==> config.mk <==
export PLATFORM = sky130hd
export DESIGN_NAME = keyscan_guard
export DESIGN_NICKNAME = d
export VERILOG_FILES = /design/src/rtl/keyscan_pkg.sv /design/src/rtl/keyscan_chain.sv /design/src/rtl/keyscan_monitor.sv /design/src/rtl/keyscan_guard.sv
export SDC_FILE = /design/constraint.sdc
export NUM_CORES = 1
export LEC_CHECK = 0
export BUFFER_PORTS_ARGS = -buffer_cell sky130_fd_sc_hd__buf_2
export CORE_AREA = 2 2 39 41
export DETAILED_ROUTE_END_ITERATION = 7
export DIE_AREA = 0 0 41 43
export MAX_ROUTING_LAYER = met4
export PLACE_DENSITY = 0.72
export SYNTH_ARGS = -nofsm -noshare
export SYNTH_HDL_FRONTEND = slang
export SYNTH_SLANG_ARGS = --single-unit
==> constraint.sdc <==
create_clock -name clk -period 1.7 [get_ports clk]
set_input_delay 0.255 -clock clk [delete_from_list [all_inputs] [get_ports clk]]
set_output_delay 0.255 -clock clk [all_outputs]
set_load 0.01 [all_outputs]
==> src/rtl/keyscan_pkg.sv <==
package keyscan_pkg;

  typedef enum logic [1:0] {
    OP_HOLD   = 2'd0,
    OP_LOAD   = 2'd1,
    OP_SHIFT  = 2'd2,
    OP_MIRROR = 2'd3
  } chain_op_e;

  // Priority: scan mode wins over the parallel strobe; the mirror overwrite
  // takes the first scan cycle only when the option is built in.
  function automatic chain_op_e pick_op(input logic scan_en,
                                        input logic entry,
                                        input logic load,
                                        input logic mirror_en);
    if (scan_en) begin
      if (entry && mirror_en) return OP_MIRROR;
      return OP_SHIFT;
    end
    if (load) return OP_LOAD;
    return OP_HOLD;
  endfunction

endpackage

==> src/rtl/keyscan_chain.sv <==
module keyscan_chain
  import keyscan_pkg::*;
#(
  parameter int unsigned          CHAIN_LEN  = 5,
  parameter bit                   MIRROR_EN  = 1'b0,
  parameter logic [CHAIN_LEN-1:0] MIRROR_VAL = '0
) (
  input  logic                 clk,
  input  logic                 rst_n,
  input  logic                 scan_en_i,
  input  logic                 load_i,
  input  logic                 scan_in_i,
  input  logic [CHAIN_LEN-1:0] load_word_i,
  output logic [CHAIN_LEN-1:0] chain_q,
  output logic                 entry_evt,
  output logic                 shift_evt,
  output logic                 scan_out_o
);

  logic      scan_en_q;
  chain_op_e op;

  assign entry_evt  = scan_en_i && !scan_en_q;
  assign op         = pick_op(scan_en_i, entry_evt, load_i, MIRROR_EN);
  assign shift_evt  = (op == OP_SHIFT);
  assign scan_out_o = shift_evt & chain_q[CHAIN_LEN-1];

  always_ff @(posedge clk or negedge rst_n) begin
    if (!rst_n) scan_en_q <= 1'b0;
    else        scan_en_q <= scan_en_i;
  end

  always_ff @(posedge clk or negedge rst_n) begin
    if (!rst_n) begin
      chain_q <= '0;
    end else begin
      case (op)
        OP_LOAD:   chain_q <= load_word_i;
        OP_SHIFT:  chain_q <= {chain_q[CHAIN_LEN-2:0], scan_in_i};
        OP_MIRROR: chain_q <= MIRROR_VAL;
        default:   chain_q <= chain_q;
      endcase
    end
  end

endmodule

==> src/rtl/keyscan_monitor.sv <==
module keyscan_monitor #(
  parameter int unsigned CHAIN_LEN = 5,
  localparam int unsigned CNT_W    = $clog2(CHAIN_LEN + 1)
) (
  input  logic                 clk,
  input  logic                 rst_n,
  input  logic                 scan_en_i,
  input  logic                 shift_evt,
  input  logic                 scan_bit_i,
  input  logic [CHAIN_LEN-1:0] ref_word_i,
  output logic                 window_full,
  output logic                 leak_hit,
  output logic                 insecure_o
);

  logic [CNT_W-1:0]     cnt_q;
  logic [CHAIN_LEN-1:0] win_q;
  logic                 flag_q;

  assign window_full = (cnt_q == CNT_W'(CHAIN_LEN));
  // bitwise XNOR reduction: every window bit agrees with the reference
  assign leak_hit    = scan_en_i && window_full && (&(win_q ~^ ref_word_i));
  assign insecure_o  = flag_q;

  always_ff @(posedge clk or negedge rst_n) begin
    if (!rst_n) begin
      cnt_q <= '0;
    end else if (!scan_en_i) begin
      cnt_q <= '0;
    end else if (shift_evt && !window_full) begin
      cnt_q <= cnt_q + CNT_W'(1);
    end
  end

  always_ff @(posedge clk or negedge rst_n) begin
    if (!rst_n)         win_q <= '0;
    else if (shift_evt) win_q <= {win_q[CHAIN_LEN-2:0], scan_bit_i};
  end

  always_ff @(posedge clk or negedge rst_n) begin
    if (!rst_n) flag_q <= 1'b0;
    else        flag_q <= flag_q | leak_hit;
  end

endmodule

==> src/rtl/keyscan_guard.sv <==
module keyscan_guard #(
  parameter int unsigned                CHAIN_LEN  = 5,
  parameter int unsigned                IDX_W      = 3,
  parameter bit                         SCRAMBLE   = 1'b1,
  // slot j reads slice bit PERM[j*IDX_W +: IDX_W]; slot 4 sits in the MSBs
  parameter logic [CHAIN_LEN*IDX_W-1:0] PERM       = {3'd1, 3'd3, 3'd0, 3'd4, 3'd2},
  parameter bit                         MIRROR_EN  = 1'b0,
  parameter logic [CHAIN_LEN-1:0]       MIRROR_VAL = 5'b01101
) (
  input  logic                 clk,
  input  logic                 rst_n,
  input  logic [CHAIN_LEN-1:0] key_top_i,
  input  logic                 load_i,
  input  logic                 scan_en_i,
  input  logic                 scan_in_i,
  output logic                 scan_out_o,
  output logic                 insecure_o
);

  // Places slice bits into chain slots, in the same order for load and compare.
  function automatic logic [CHAIN_LEN-1:0] arrange(input logic [CHAIN_LEN-1:0] slice);
    logic [CHAIN_LEN-1:0] res;
    logic [IDX_W-1:0]     idx;
    res = '0;
    for (int j = 0; j < CHAIN_LEN; j++) begin
      idx = SCRAMBLE ? PERM[j*IDX_W +: IDX_W] : IDX_W'(j);
      if (int'(idx) < CHAIN_LEN) res[j] = slice[idx];
      else                       res[j] = slice[j];
    end
    return res;
  endfunction

  logic [CHAIN_LEN-1:0] ref_word;
  logic [CHAIN_LEN-1:0] chain_q;
  logic                 entry_evt;
  logic                 shift_evt;
  logic                 window_full;
  logic                 leak_hit;

  assign ref_word = arrange(key_top_i);

  keyscan_chain #(
    .CHAIN_LEN (CHAIN_LEN),
    .MIRROR_EN (MIRROR_EN),
    .MIRROR_VAL(MIRROR_VAL)
  ) u_chain (
    .clk        (clk),
    .rst_n      (rst_n),
    .scan_en_i  (scan_en_i),
    .load_i     (load_i),
    .scan_in_i  (scan_in_i),
    .load_word_i(ref_word),
    .chain_q    (chain_q),
    .entry_evt  (entry_evt),
    .shift_evt  (shift_evt),
    .scan_out_o (scan_out_o)
  );

  keyscan_monitor #(
    .CHAIN_LEN(CHAIN_LEN)
  ) u_mon (
    .clk        (clk),
    .rst_n      (rst_n),
    .scan_en_i  (scan_en_i),
    .shift_evt  (shift_evt),
    .scan_bit_i (scan_out_o),
    .ref_word_i (ref_word),
    .window_full(window_full),
    .leak_hit   (leak_hit),
    .insecure_o (insecure_o)
  );

endmodule

Yosys cells after proc, flatten, opt, wreduce, memory -nomap -nowiden

Cells that the tools add are included.

Memory bits (writable): 0
Logic and storage cells: 29
Bits of input ports: 10
Latch bits: 0
Memories: 0
Memory bits (read-only): 0
Output and inout port bits: 2
Flip-flop bits (word level): 14

Eq/ne operators: 5
Bitwise operators: 3
$mul: 0
Add/sub/neg operators: 1
Shift-type cells: 0
Reduce and logical (&&, ||, !) cells: 6
Multiplexer cells: 10
Divide/modulo/power cells: 0
Magnitude comparators: 0

Operator list:

| operator            | number |
|---|---|
| $pmux 5 s3          | 1 |
| $mux 2              | 4 |
| $mux 3              | 2 |
| $reduce_and 5->1    | 1 |
| $xnor 5x5->5        | 1 |
| $eq 2x2->1 const B  | 2 |
| $add 3x1->3 const B | 1 |
| $eq 3x3->1 const B  | 1 |
| $logic_and 1x1->1   | 3 |
| $mux 1              | 3 |
| $reduce_bool 3->1   | 1 |
| $eq 2x1->1 const B  | 1 |
| $ne 2x1->1 const B  | 1 |
| $and 1x1->1         | 1 |
| $logic_not 1->1     | 1 |
| $or 1x1->1          | 1 |

Longest topological paths before layout

Gate-level depths: netlist (run 1).

Depth in word-level cells: 8
Depth in mapped cells: 5
Depth with buffers taken out: 5

Hierarchy

Synthesis (run 1) repeated with hierarchy kept, for this count alone.

Cells, all modules: 63
Area total of the unflattened synthesis: 748.2 um2

By module, submodules not included:

| module          | cells each | area an instance (um2) | sequential area each (um2) | times used |
|---|---|---|---|---|
| keyscan_monitor | 37         | 469.2                  | 225.2                      | 1 |
| keyscan_chain   | 26         | 279.0                  | 150.1                      | 1 |

Worst setup path after synthesis (run 1)

Ideal clock, no wire load.

Kind: flip-flop to flip-flop
Start point: reg u_mon.cnt_q[0]
End point: reg u_mon.flag_q (netlist: u_mon.insecure_o)
Arrival: 0.956 ns
Period minus slack after synthesis: 1.076 ns
Setup time: 0.120 ns
Data required time: 1.580 ns
Cell stages (with the launch flop): 5
Buffers on the path: 0
Path slack: 0.624 ns
Cells stage by stage: dfrtp_1 > ha_1 > nand2_1 > nor2_1 > a31o_1

Cells in the longest elaborated chain, start to end: 4

Ends and longest elaborated chain:

| what                           | line                  | source |
|---|---|---|
| from (decl)                    | keyscan_monitor.sv:16 | `logic [CNT_W-1:0] cnt_q;` |
| from (signal assigned)         | keyscan_monitor.sv:31 | `cnt_q <= cnt_q + CNT_W'(1);` |
| $eq 3x3->1                     | keyscan_monitor.sv:20 | `assign window_full = (cnt_q == CNT_W'(CHAIN_LEN));` |
| $logic_and 1x1->1 (2 in a row) | keyscan_monitor.sv:22 | `assign leak_hit = scan_en_i && window_full && (&(win_q ~^ ref_word_i));` |
| $or 1x1->1                     | keyscan_monitor.sv:42 | `else flag_q <= flag_q \| leak_hit;` |
| to (signal assigned)           | keyscan_monitor.sv:42 |  |
| to (decl)                      | keyscan_monitor.sv:18 | `logic flag_q;` |

No other way between the ends.
A chain may end at the register's enable or synchronous reset.

Worst setup path in the final report (run 1)

Start point: reg u_chain.chain_q[4]
End point: out scan_out_o

Cells in the longest elaborated chain, start to end: 1

Ends and longest elaborated chain:

| what                   | line                | source |
|---|---|---|
| from (decl)            | keyscan_chain.sv:14 | `output logic [CHAIN_LEN-1:0] chain_q,` |
| from (signal assigned) | keyscan_chain.sv:38 | `OP_LOAD: chain_q <= load_word_i;` |
| from (signal assigned) | keyscan_chain.sv:39 | `OP_SHIFT: chain_q <= {chain_q[CHAIN_LEN-2:0], scan_in_i};` |
| from (signal assigned) | keyscan_chain.sv:41 | `default: chain_q <= chain_q;` |
| $and 1x1->1            | keyscan_chain.sv:26 | `assign scan_out_o = shift_evt & chain_q[CHAIN_LEN-1];` |
| to (decl)              | keyscan_guard.sv:16 | `output logic scan_out_o,` |

No other way between the ends.

==> implementation parameters, run 1 <==
Parameter                              Value

Worst setup path
  Worst setup path class    reg2out
  CP Data Required Time    1.44 ns
  Worst reg2reg path startpoint    u_mon.cnt_q[0]
  Capturing element type of the critical path    primary output
  Largest driver fanout on the critical path    3
  Sequence of cells on the critical path    and2_1 > buf_2
  Critical path's largest stage delay    0.40 ns
  Destination of the worst register-to-register timing path    u_mon.insecure_o
  Family of cells with the greatest summed delay on the critical path    flip-flops
  Cell with the largest stage delay on the worst path    sky130_fd_sc_hd__dfrtp_1
  Kind of start point of the critical path    flop
  Reg-to-reg slack, setup    0.55 ns
  CP arrival    0.96 ns
  Length in cells of the worst reg-to-reg path    4
  Worst path bufs/invs    1

Drt
  DRC    0
  Per-cell via count in the routed design    5.02
  Total Wirelength    1070 um
  DRC marker count from the first detailed-route iteration    2
  Routed wire per std cell    12.5 um
  Antenna Nets Post-Route    0
  Total vias in the final route    432
  Drt first pass iters    2

CTS
  Clock transition at the register clock pins on the worst setup and hold paths after CTS    0.08 ns
  Count of instances resized after the clock tree is built    0
  Maximum level of the CTS H-tree    1
  Skew-Pair Late Insertion Delay    0.28 ns
  Post-CTS setup buffer count    0
  TritonCTS clock tree    done
  Clk sinks    14
  CTS Buf Count    3
  Worst-case clock buffer depth    2
  Number of hold buffers added after CTS    1
  Clock root cell    sky130_fd_sc_hd__clkbuf_4

Placement
  IO Port Bufs    11
  Post-DP HPWL    807 um
  # placed instances    81
  Global placer's final weighted congestion    0.680
  Instance area after placement    721 sq um

Worst hold path
  Launch point of the worst hold path    scan_in_i
  Hold depth    3
  Sink of the worst hold path    u_chain.chain_q[0]
  Hold WC Path Type    in2reg

Synth
  Primary FF master, synth    sky130_fd_sc_hd__dfrtp_1
  Cell type with the highest aggregate area in the netlist    sky130_fd_sc_hd__dfrtp_1
  Post-synthesis net count    69
  Cell with the most instances after synthesis    sky130_fd_sc_hd__dfrtp_1
  Most frequent cells after synthesis    sky130_fd_sc_hd__dfrtp_1, sky130_fd_sc_hd__nand2_1, sky130_fd_sc_hd__o21ai_0, sky130_fd_sc_hd__xor2_1
  Mean Syn Cell Area    11.6 sq um
  Cell types occupying the most area after synthesis    sky130_fd_sc_hd__dfrtp_1, sky130_fd_sc_hd__mux2_2, sky130_fd_sc_hd__xor2_1, sky130_fd_sc_hd__mux2i_1, sky130_fd_sc_hd__o21ai_0
  Number of instances in the synthesized netlist    57
  Top-area cell type share of the netlist area    53.1%
  Share of synthesized flip-flops with an asynchronous set or reset    100%
  Flip-flop and latch count after synthesis    14
  Cell area after technology mapping    659 sq um
  Count of yosys warnings during synthesis    0
  Post-synthesis sequential area ratio    53.1%
  Synth unique cells    16
  Number of enable flip-flop cells after synthesis    0

Timing
  Transition time of the tightest slew-check pin    0.319 ns
  Finish-stage setup viols    0
  Max Clk Rate    826 MHz
  Worst slew margin relative to its limit    78.7%
  Fin crit share    71.3%
  Final min period    1.21 ns
  Final Hold Violating Endpoints    0
  Min Hold Slack    0.183 ns
  Post-route clock skew    0.000683 ns
  Unrepaired setup endpoints after global routing    no
  Slew Viols, Final    0
  Final total negative setup slack    0 ns

Power
  VDD IR-drop max    0.436 mV
  Total Power    790 uW
  Leakage component of the power    0.392 nW
  PwrDens    1030 nW/um^2

Die
  Effective utilization at floorplan    47.6%
  DIE HEIGHT    43 um
  Std-Cell Rows    14
  Full die area    1760 sq um
  Top-Level Pins    12
  Width of the chip    41 um
  Core Box Area    1380 sq um

Finish
  Number of standard cells in the final layout excluding fillers    86
  Number of nets at the end of the flow    83
  Area added between synthesis and finish    16.3%
  Number of filler cells placed in the layout    128
  Diodes inserted    0
  Area of all placed cells without fillers    767 sq um
  Share of cells above drive strength 1    28.6%

Global route
  GRT Total Usage    16.9%
  Residual overflow from global routing    0
  Number of antenna violations at the first check in global routing    0
  Maximum number of pins on one net before global-route repair    21
  Wire length of the first global-routing pass    1830 um
  Via count of the first global-routing pass    421

Outcome
  Result of the run    finished, final reports clean

Flow run
  Max Cap Viol    0
[final cells by class]
class	instances	area [sq um]	share of cell area, %
clock buffers	4	36.3	4.73
repair buffers	12	65.1	8.48
flip-flops and latches	14	350	45.7
multi-input cells	38	288	37.5
inverters	2	7.51	0.979
well taps	16	20.0	2.61
[cells by family (layout without fill, tap and decap cells)]
| logic type | Yosys count | in the layout | share of synthesized area, % |
|---|---|---|---|
| mux | 10 | 10 | 16.1 |
| flops | 14 | 14 | 53.1 |
| xor+xnor | 6 | 6 | 7.97 |
| simple gates | 11 | 11 | 7.40 |
| buf+inv | 5 | 18 | 3.23 |
| fa+ha+maj | 2 | 2 | 3.79 |
| compound gates | 9 | 9 | 8.35 |
[worst max path at each step]
stage | depth (start not counted) | start | end | slack [ns]
6_report | 2 | u_chain.chain_q[4] | scan_out_o | 0.49
4_1_cts | 2 | u_chain.chain_q[4] | scan_out_o | 0.48
3_5_place_dp | 4 | u_mon.cnt_q[0] | u_mon.insecure_o | 0.55
3_3_place_gp | 4 | u_mon.cnt_q[0] | u_mon.insecure_o | 0.56
5_1_grt | 2 | u_chain.chain_q[4] | scan_out_o | 0.43
2_1_floorplan | 4 | u_mon.cnt_q[0] | u_mon.insecure_o | 0.62
[layer usage]
metal	track usage [%]	wire length, um
met2	21.3	441
met1	22.6	535
met4	14.0	42
met5	-	0
met3	3.14	52
[state kept, by name (all words and copies together) (netlist names)]
name	flops
u_chain.chain_q	5
u_mon.cnt_q	3
u_mon.insecure_o	1
u_mon.win_q	5
[metrics by stage]
stage                     util [%]  worst slack, ns
after floorplan                  -            0.624
after global placement        52.1            0.562
after detailed placement      52.1            0.548
after CTS                     55.4            0.480
after global routing          55.4            0.429
final                         55.4            0.489
[layout by cell type (no fill, tap or decap), types with 3 or more instances in the layout]
master,n
sky130_fd_sc_hd__buf_2,11
sky130_fd_sc_hd__clkbuf_4,3
sky130_fd_sc_hd__dfrtp_1,14
sky130_fd_sc_hd__mux2_2,5
sky130_fd_sc_hd__mux2i_1,5
sky130_fd_sc_hd__nand2_1,7
sky130_fd_sc_hd__o21ai_0,6
sky130_fd_sc_hd__xor2_1,6
[worst reg2reg max path, delay by kind of cell (launching register included)]
family / cells / cell delay, ns
and+or+nand+nor: 2 / 0.20
DFF: 1 / 0.41
adders and majority gates: 1 / 0.22
AOI/OAI and AO/OA: 1 / 0.21
[power breakdown]
group	leakage (nW)	switching [mW]	total (mW)	internal [mW]
Clock	0.0210	0.103	0.233	0.130
Sequential	0.177	0.0390	0.425	0.386
Combinational	0.194	0.0588	0.132	0.0733
Total	0.392	0.201	0.790	0.590
Note: power is estimated with default switching activity, not from simulation.
==> inputs of run 2 (changes only) <==
Clock period 1.7 ns to 1.3 ns, I/O delays scaled along.
==> implementation parameters, run 2 (same netlist as run 1, synthesis figures left out) <==
Parameter                              Value

Drt
  Antenna Nets Post-Route    0 (unchanged)
  Total Wirelength    1080 um (+0.37%)
  DRC marker count from the first detailed-route iteration    5 (+3)
  DRC    0 (unchanged)
  Total vias in the final route    454 (+5.1%)
  Per-cell via count in the routed design    5.28 (+5.1%)
  Routed wire per std cell    12.5 um (+0.37%)
  Drt first pass iters    2 (unchanged)

Timing
  Finish-stage setup viols    0 (unchanged)
  Max Clk Rate    855 MHz
  Unrepaired setup endpoints after global routing    no
  Min Hold Slack    0.128 ns (-0.0555 ns)
  Slew Viols, Final    0 (unchanged)
  Final min period    1.17 ns
  Final Hold Violating Endpoints    0 (unchanged)
  Worst slew margin relative to its limit    78.6% (-0.14 points)
  Fin crit share    90.0%
  Final total negative setup slack    0 ns (unchanged)
  Worst-case setup margin in the final layout    0.130 ns (-0.359 ns)
  Transition time of the tightest slew-check pin    0.321 ns (+0.00210 ns)
  Post-route clock skew    0.00737 ns (+0.00669 ns)

Worst setup path
  Largest driver fanout on the critical path    4 (+1)
  Length in cells of the worst reg-to-reg path    5 (+1)
  Sequence of cells on the critical path    inv_1 > ha_1 > nand2_1 > xor2_1 > and2_1
  Worst setup path class    reg2reg
  Worst path bufs/invs    1 (unchanged)
  Destination of the worst register-to-register timing path    u_mon.cnt_q[0]
  Cell with the largest stage delay on the worst path    sky130_fd_sc_hd__dfrtp_1
  Worst reg2reg path startpoint    u_mon.cnt_q[1]
  Critical path's largest stage delay    0.41 ns (about the same)
  Kind of start point of the critical path    flop
  CP arrival    1.34 ns (+0.38 ns)
  CP Data Required Time    1.47 ns (+0.03 ns)
  Family of cells with the greatest summed delay on the critical path    flip-flops
  Reg-to-reg slack, setup    0.13 ns (-0.42 ns)
  Capturing element type of the critical path    flop

Global route
  Wire length of the first global-routing pass    1750 um (-4.5%)
  Maximum number of pins on one net before global-route repair    21 (unchanged)
  Via count of the first global-routing pass    430 (+2.1%)
  Grt peak-use layer    met2
  Number of antenna violations at the first check in global routing    0 (unchanged)
  Residual overflow from global routing    0 (unchanged)
  Met3 Track Usage GR    3.14% (unchanged)
  GRT Total Usage    15.1% (-1.8 points)
  Fraction of met2 tracks used by global routing    22.2% (+0.94 points)
  Met1 track demand over resource    19.9% (-2.7 points)

Placement
  IO Port Bufs    11 (unchanged)
  Global placer's final weighted congestion    0.682 (+0.29%)
  Minimum setup slack after placement    0.147 ns (-0.401 ns)

CTS
  TritonCTS clock tree    done
  Count of instances resized after the clock tree is built    0 (unchanged)
  Clock root cell    sky130_fd_sc_hd__clkbuf_4
  Clk sinks    14 (unchanged)
  Post-CTS setup buffer count    0 (unchanged)
  Number of hold buffers added after CTS    1 (unchanged)
  Maximum level of the CTS H-tree    1 (unchanged)
  CTS Buf Count    3 (unchanged)
  Worst-case clock buffer depth    2 (unchanged)
  Skew-Pair Late Insertion Delay    0.28 ns (about the same)
  Clock transition at the register clock pins on the worst setup and hold paths after CTS    0.09 ns (about the same)

Power
  VDD IR-drop max    0.839 mV (+92%)
  Total Power    1.04 mW (+32%)
  Leakage component of the power    0.392 nW (unchanged)
  PwrDens    1360 nW/um^2 (+32%)

Finish
  Diodes inserted    0 (unchanged)
  Area added between synthesis and finish    16.3% (unchanged)
  Most common cell after layout, fill and taps aside    sky130_fd_sc_hd__dfrtp_1
  Top library cells by usage in the layout, fill and taps aside    sky130_fd_sc_hd__dfrtp_1, sky130_fd_sc_hd__buf_2, sky130_fd_sc_hd__nand2_1
  Share of cells above drive strength 1    28.6% (unchanged)
  Largest regs    u_chain.chain_q: 5 flops, u_mon.win_q: 5 flops, u_mon.cnt_q: 3 flops
  Number of nets at the end of the flow    83 (unchanged)

Worst hold path
  Hold depth    3 (unchanged)
  Sink of the worst hold path    u_chain.chain_q[0]
  Launch point of the worst hold path    scan_in_i
  Hold WC Path Type    in2reg

Die
  Full die area    1760 sq um (unchanged)
  Core Box Area    1380 sq um (unchanged)
  Effective utilization at floorplan    47.6% (unchanged)
  Width of the chip    41 um (unchanged)
  Top-Level Pins    12 (unchanged)
  Std-Cell Rows    14 (unchanged)
  DIE HEIGHT    43 um (unchanged)

Outcome
  Result of the run    finished, final reports clean

Flow run
  Max Cap Viol    0 (unchanged)
run 2: cell counts in the layout (fill, tap and decap cells not counted):
No cell type changed its count.
run 2: how the worst max path moves through the flow:
stage	startpoint	to	slack [ns]	depth (start not counted)
finish	u_mon.cnt_q[1]	u_mon.cnt_q[0]	0.13	5
global route	u_mon.win_q[2]	u_mon.insecure_o	0.07	3
CTS	u_mon.cnt_q[1]	u_mon.cnt_q[0]	0.13	5
detailed placement	u_mon.cnt_q[1]	u_mon.cnt_q[0]	0.15	5
global placement	u_mon.cnt_q[0]	u_mon.insecure_o	0.15	4
floorplan	u_mon.cnt_q[0]	u_mon.insecure_o	0.22	4
run 2: layout make-up:
cell class,count,area [sq um]
multi-input cells,38,288
inverters,2,7.51
fillers,119,617
well taps,16,20.0
clock buffers,4,36.3
repair buffers,12,65.1
flip-flops and latches,14,350
run 2: power breakdown:
group          internal, mW  switching (mW)  leakage (nW)
Clock                 0.170           0.141        0.0210
Sequential            0.505          0.0493         0.177
Combinational        0.0963          0.0790         0.194
run 2: metrics by stage:
step	cells	util, %	cell area, sq um
2_1_floorplan	57	-	659
3_3_place_gp	81	52.1	721
3_5_place_dp	81	52.1	721
4_1_cts	86	55.4	767
5_1_grt	86	55.4	767
6_report	86	55.4	767
run 2: routing by layer:
layer / share of wire (%) / vias to the layer above
met2: 45 / 13
li1: - / 220
met1: 48 / 218
met3: 5.7 / 3
met5: 0 / -
met4: 1.1 / 0
run 2: worst register-to-register path, stage by stage (launching register included):
cell and delay [ns]:
sky130_fd_sc_hd__dfrtp_1 0.41, sky130_fd_sc_hd__inv_1 0.06, sky130_fd_sc_hd__ha_1 0.15, sky130_fd_sc_hd__nand2_1 0.12, sky130_fd_sc_hd__xor2_1 0.16, sky130_fd_sc_hd__and2_1 0.16
